**src/rtl/lwsram_pkg.sv**
```systemverilog
package lwsram_pkg;
  // strobes handed from control to datapath for one clock edge
  typedef struct packed {
    logic doRead;   // accepted read command
    logic doWrite;  // accepted write command (captures address and mask)
    logic capture;  // wrData belongs to the previous write, latch it
    logic commit;   // copy the pending buffer into the array
    logic fwdOk;    // buffer holds a write address
    logic fwdLive;  // buffer data not captured yet, use wrData
  } strobe_t;
endpackage

```
**src/rtl/lwsram_ctrl.sv**
```systemverilog
module lwsram_ctrl
  import lwsram_pkg::*;
#(
  parameter int WAKE_CYC = 3
) (
  input  logic    clk,
  input  logic    rstN,
  input  logic    selN,
  input  logic    wrN,
  input  logic    sleep,
  output strobe_t stb
);
  localparam int CW = $clog2(WAKE_CYC + 1);

  logic [CW-1:0] wakeCnt;
  logic          dataPending;
  logic          bufValid;
  logic          accept;

  assign accept = !sleep && (wakeCnt == '0);

  always_comb begin
    stb         = '0;
    stb.doRead  = accept && !selN && wrN;
    stb.doWrite = accept && !selN && !wrN;
    stb.capture = dataPending;
    stb.commit  = stb.doWrite && bufValid;
    stb.fwdOk   = bufValid;
    stb.fwdLive = dataPending;
  end

  always_ff @(posedge clk or negedge rstN) begin
    if (!rstN) begin
      wakeCnt     <= '0;
      dataPending <= 1'b0;
      bufValid    <= 1'b0;
    end else begin
      if (sleep)              wakeCnt <= CW'(WAKE_CYC);
      else if (wakeCnt != '0) wakeCnt <= wakeCnt - 1'b1;
      dataPending <= stb.doWrite;
      bufValid    <= bufValid | stb.doWrite;
    end
  end
endmodule

```
**src/rtl/lwsram_dpath.sv**
```systemverilog
module lwsram_dpath
  import lwsram_pkg::*;
#(
  parameter int ADDR_W = 6,
  parameter int LANES  = 4,
  parameter int LANE_W = 9
) (
  input  logic                    clk,
  input  logic                    rstN,
  input  strobe_t                 stb,
  input  logic [ADDR_W-1:0]       addr,
  input  logic [LANES-1:0]        laneWrN,
  input  logic [LANES*LANE_W-1:0] wrData,
  input  logic                    oeN,
  input  logic                    sleep,
  output logic [LANES*LANE_W-1:0] rdData,
  output logic                    rdDrive
);
  localparam int DATA_W = LANES * LANE_W;
  localparam int DEPTH  = 1 << ADDR_W;

  logic [DATA_W-1:0] mem [DEPTH];
  logic [ADDR_W-1:0] bufAddr;
  logic [LANES-1:0]  bufMask;
  logic [DATA_W-1:0] bufData;
  logic [DATA_W-1:0] effData;
  logic [DATA_W-1:0] arrWord;
  logic [DATA_W-1:0] merged;
  logic [DATA_W-1:0] rdQ;
  logic              readQ;
  logic              hit;

  assign effData = stb.fwdLive ? wrData : bufData;
  assign arrWord = mem[addr];
  assign hit     = stb.fwdOk && (addr == bufAddr);

  for (genvar g = 0; g < LANES; g++) begin : g_lane
    assign merged[g*LANE_W +: LANE_W] = (hit && bufMask[g])
                                        ? effData[g*LANE_W +: LANE_W]
                                        : arrWord[g*LANE_W +: LANE_W];
  end

  always_ff @(posedge clk or negedge rstN) begin
    if (!rstN) begin
      for (int i = 0; i < DEPTH; i++) mem[i] <= '0;
    end else if (stb.commit) begin
      for (int l = 0; l < LANES; l++)
        if (bufMask[l]) mem[bufAddr][l*LANE_W +: LANE_W] <= effData[l*LANE_W +: LANE_W];
    end
  end

  always_ff @(posedge clk or negedge rstN) begin
    if (!rstN) begin
      bufAddr <= '0;
      bufMask <= '0;
      bufData <= '0;
      rdQ     <= '0;
      readQ   <= 1'b0;
    end else begin
      if (stb.capture) bufData <= wrData;
      if (stb.doWrite) begin
        bufAddr <= addr;
        bufMask <= ~laneWrN;
      end
      readQ <= stb.doRead;
      if (stb.doRead) rdQ <= merged;
    end
  end

  assign rdDrive = readQ && !oeN && !sleep;
  assign rdData  = rdDrive ? rdQ : '0;
endmodule

```
**src/rtl/late_write_sram.sv**
```systemverilog
module late_write_sram
  import lwsram_pkg::*;
#(
  parameter int ADDR_W   = 6,
  parameter int LANES    = 4,
  parameter int LANE_W   = 9,
  parameter int WAKE_CYC = 3
) (
  input  logic                    clk,
  input  logic                    rstN,
  input  logic [ADDR_W-1:0]       addr,
  input  logic                    selN,
  input  logic                    wrN,
  input  logic [LANES-1:0]        laneWrN,
  input  logic [LANES*LANE_W-1:0] wrData,
  input  logic                    oeN,
  input  logic                    sleep,
  output logic [LANES*LANE_W-1:0] rdData,
  output logic                    rdDrive
);
  strobe_t stb;

  lwsram_ctrl #(.WAKE_CYC(WAKE_CYC)) u_ctrl (
    .clk(clk), .rstN(rstN), .selN(selN), .wrN(wrN), .sleep(sleep), .stb(stb)
  );

  lwsram_dpath #(.ADDR_W(ADDR_W), .LANES(LANES), .LANE_W(LANE_W)) u_dpath (
    .clk(clk), .rstN(rstN), .stb(stb), .addr(addr), .laneWrN(laneWrN),
    .wrData(wrData), .oeN(oeN), .sleep(sleep), .rdData(rdData), .rdDrive(rdDrive)
  );
endmodule

```
**config.mk**
```make
export PLATFORM = sky130hd
export DESIGN_NAME = late_write_sram
export DESIGN_NICKNAME = d
export VERILOG_FILES = /design/src/rtl/lwsram_pkg.sv /design/src/rtl/lwsram_ctrl.sv /design/src/rtl/lwsram_dpath.sv /design/src/rtl/late_write_sram.sv
export SDC_FILE = /design/constraint.sdc
export NUM_CORES = 2
export LEC_CHECK = 0
export ABC_AREA = 1
export BUFFER_PORTS_ARGS = -buffer_cell sky130_fd_sc_hd__buf_2
export CORE_ASPECT_RATIO = 1.25
export CORE_UTILIZATION = 45
export DETAILED_ROUTE_END_ITERATION = 8
export HOLD_SLACK_MARGIN = 0.12
export PLACE_DENSITY = 0.63
export SETUP_SLACK_MARGIN = 0.5
export SLEW_MARGIN = 20
export SYNTH_ARGS = -nofsm -noshare
export SYNTH_HDL_FRONTEND = slang
export SYNTH_HIERARCHICAL = 1
export SYNTH_SLANG_ARGS = --single-unit
```
**constraint.sdc**
```tcl
create_clock -name clk -period 2.67 [get_ports clk]
set_input_delay 0.1335 -clock clk [delete_from_list [all_inputs] [get_ports clk]]
set_output_delay 0.1335 -clock clk [all_outputs]
set_load 0.05 [all_outputs]
```
==> qor.yml <==
outcome: "finished, final reports clean"
viasPerCell: 5.77
post-route-util_pct: 53.2
worstPathArrival_ns: 2.20
p_per_area_mw_per_mm2: 666
tns_ns: 0
fp-row-count: 200
required_ns: 2.54
swShare_pct: 29.4
clockBufferDepth: 4
grt_usage_pct: 30.5
clk_pin_slew_ns: 0.06
nFillCells: 21900
synthToLayoutAreaGrowth_pct: 17.2
fin_ws_ns: 0.334
dr.pass1.iters: 8
wl_um: 381000
mostFrequentLayoutCell: "nand2_1"
cts_tree: "built"
slew_violations: 0
dr.first_iter.drc_count: 12400
path_class: "flip-flop to primary output"
yosysSeqAreaShare_pct: 55.3
ys.flop_type: "dfrtp_1"
rsz0062_at_grt: "yes"
hold_viol: 0
die_area_mm2: 0.242
syn_nets: 13700
cp-start-kind: "flip-flop"
slowest_delay_ns: 0.34
place_hpwl_um: 236000
cp_cell_sequence: "inv_2, nor3_4, bufinv_16, clkbuf_16, nor2_4, buf_8"
routabilityCongestion: 0.948
clock.fmax_mhz: 428
netSwitchingPower_w: 0.0248
period_minus_slack_ns: 2.34
p_seq_share_pct: 44.4
cap_violations: 0
ys_types: 22
synthArstFlopShare_pct: 100
ys_ff_latch: 2391
ant_nets: 0
crit_slowest_cell: "dfrtp_1"
vias: 97800
core_area_mm2: 0.238
synth_edf_count: 0
synth_cells: 13600
p_leak_nw: 57.8
synth.yosys.warnings: 6
max_slew.worst_pin.slew_ns: 1.16
initial_core_util_pct: 45.4
total_power_w: 0.0844
drive_gt1_share_pct: 10.3
place_ws_ns: 0.0547
root_buffer: "clkbuf_16"
die_height_um: 550
intPower_w: 0.0596
fin_nets: 13700
grt_pass1_wl_um: 570000
numCtsBuffers: 239
syn_avg_cell_area_um2: 7.93
relSlewSlack_pct: 22.4
worstSetupEndpointType: "primary output"
grt_overflow: 0
synth_area_mm2: 0.108
clock-sinks: 2391
port_buffers: 88
io_pins: 89
die_w_um: 440
combPwrFrac_pct: 14.8
ir_drop_mv: 0.620
antenna_found_initial: 5
mostFrequentLayoutCells: "5129 x nand2_1, 2386 x dfrtp_1, 2291 x o21ai_0"
power_frac_clock_pct: 40.9
wl_per_cell_um: 22.5
first_global_vias: 91700
min_path_type: "input pin to flip-flop"
drcViolationCount: 0
min_period_over_period_pct: 87.5
fin_skew_ns: 0.0426
crit_fanout: 7
htreeDepth: 4
grt_start_max_net_pins: 165
clkLatencyLatePin_ns: 0.90
setup_viol: 0
metal layers:
metal	vias to the layer above	wire (um)	GRT usage (%)
met2	4561	171000	47.0
met3	819	33300	5.27
met4	4	21600	15.3
met1	47700	155000	41.6
li1	44800	-	-
met5	-	26	0
per-stage QoR:
stage / instance area (um^2) / cells / hold WS, ns
after global routing: 127000 / 16900 / 0.181
after detailed placement: 115000 / 16300 / 0.121
after global placement: 115000 / 16300 / 0.123
final: 127000 / 16900 / 0.153
after CTS: 125000 / 16900 / 0.120
after floorplan: 108000 / 13600 / -0.162
synthesized netlist by cell type, types with 2 or more instances:
cell / n / share of area [%]
a21oi_1: 38 / 0.18
buf_1: 117 / 0.41
buf_2: 223 / 1.0
buf_4: 3 / 0.021
clkbuf_1: 728 / 2.5
clkinv_1: 2 / 0.0069
dfrtp_1: 2391 / 55
inv_1: 123 / 0.43
inv_2: 8 / 0.028
nand2_1: 5281 / 18
nand3_1: 2212 / 10
nor2_1: 139 / 0.48
nor2_2: 2 / 0.012
o21ai_0: 2352 / 11
o22ai_1: 2 / 0.012
xnor2_1: 2 / 0.016
worst max-delay path, delay by kind of cell, from the launching register on:
family / cells / cell delay (ns)
buf+inv: 4 / 0.65
flops: 1 / 0.34
simple gates: 2 / 0.30
area by class of cell:
type	instances	area, um^2	area share (%)
timing repair buffer	805	8950	7.06
clock inverter	79	877	0.692
inverter	133	598	0.472
antenna	2	5.00	0.00395
timing repair inverter	2	25.0	0.0197
sequential	2391	59800	47.2
clock buffer	353	7090	5.59
multi-input combinational	10000	45400	35.9
tap	3131	3920	3.09
cells by family (layout without fill, tap and decap cells):
group,after synthesis,in the layout,share of synthesized area (%)
flip-flops,2391,2391,55.3
XOR/XNOR,2,2,0.0162
other,0,2,0
AND/OR/NAND/NOR,7636,7640,29.1
buffers and inverters,1204,1372,4.45
adder cells (fa/ha/maj),1,1,0.0116
AO/OA/AOI/OAI,2395,2406,11.1
path summary, 6_finish.rpt:
| check | startpoint | to | slack, ns | cells past startpoint |
|---|---|---|---|---|
| hold reg to reg | u_dpath/rdQ[30]$_DFFE_PN0P_ | u_dpath/rdQ[30]$_DFFE_PN0P_ | 0.48 | 2 |
| min in group asynchronous | rstN | u_dpath/mem[843]$_DFFE_PN0P_ | 0.65 | 4 |
| setup reg to reg | u_ctrl/wakeCnt[1]$_DFFE_PN0P_ | u_dpath/mem[2060]$_DFFE_PN0P_ | 0.39 | 14 |
| setup / recovery | u_dpath/readQ$_DFF_PN0_ | rdData[22] | 0.33 | 6 |
| hold / removal | wrData[22] | u_dpath/bufData[22]$_DFFE_PN0P_ | 0.15 | 4 |
| max in group asynchronous | rstN | u_dpath/mem[2196]$_DFFE_PN0P_ | 1.02 | 4 |
power by group through the flow:
stage / combinational, W / sequential [W] / clock, W
after floorplan: 0.00510 / 0.0376 / 0
after CTS: 0.0115 / 0.0373 / 0.0350
after global routing: 0.0130 / 0.0375 / 0.0363
after detailed placement: 0.0112 / 0.0379 / 0
final: 0.0125 / 0.0375 / 0.0345
after global placement: 0.0111 / 0.0379 / 0
state kept, by name (all words and copies together), names as in the netlist:
name                cells
u_dpath/bufMask         4
u_dpath/bufData        36
u_dpath/mem          2304
u_dpath/bufAddr         6
u_dpath/rdQ            36
u_ctrl/wakeCnt          2
u_dpath/readQ           1
u_ctrl/dataPending      1
u_ctrl/bufValid         1
timing repair:
item | in CTS | in global routing
gates cloned | 10 | 31
hold buffers | 78 | 0
setup endpoints to repair | 2376 | 2341
setup buffers | 12 | 52
resized for setup | 291 | 269
pin swaps | 5 | 10
hold endpoints to repair | 3213 | 0
(Power assumes the default switching activity.)
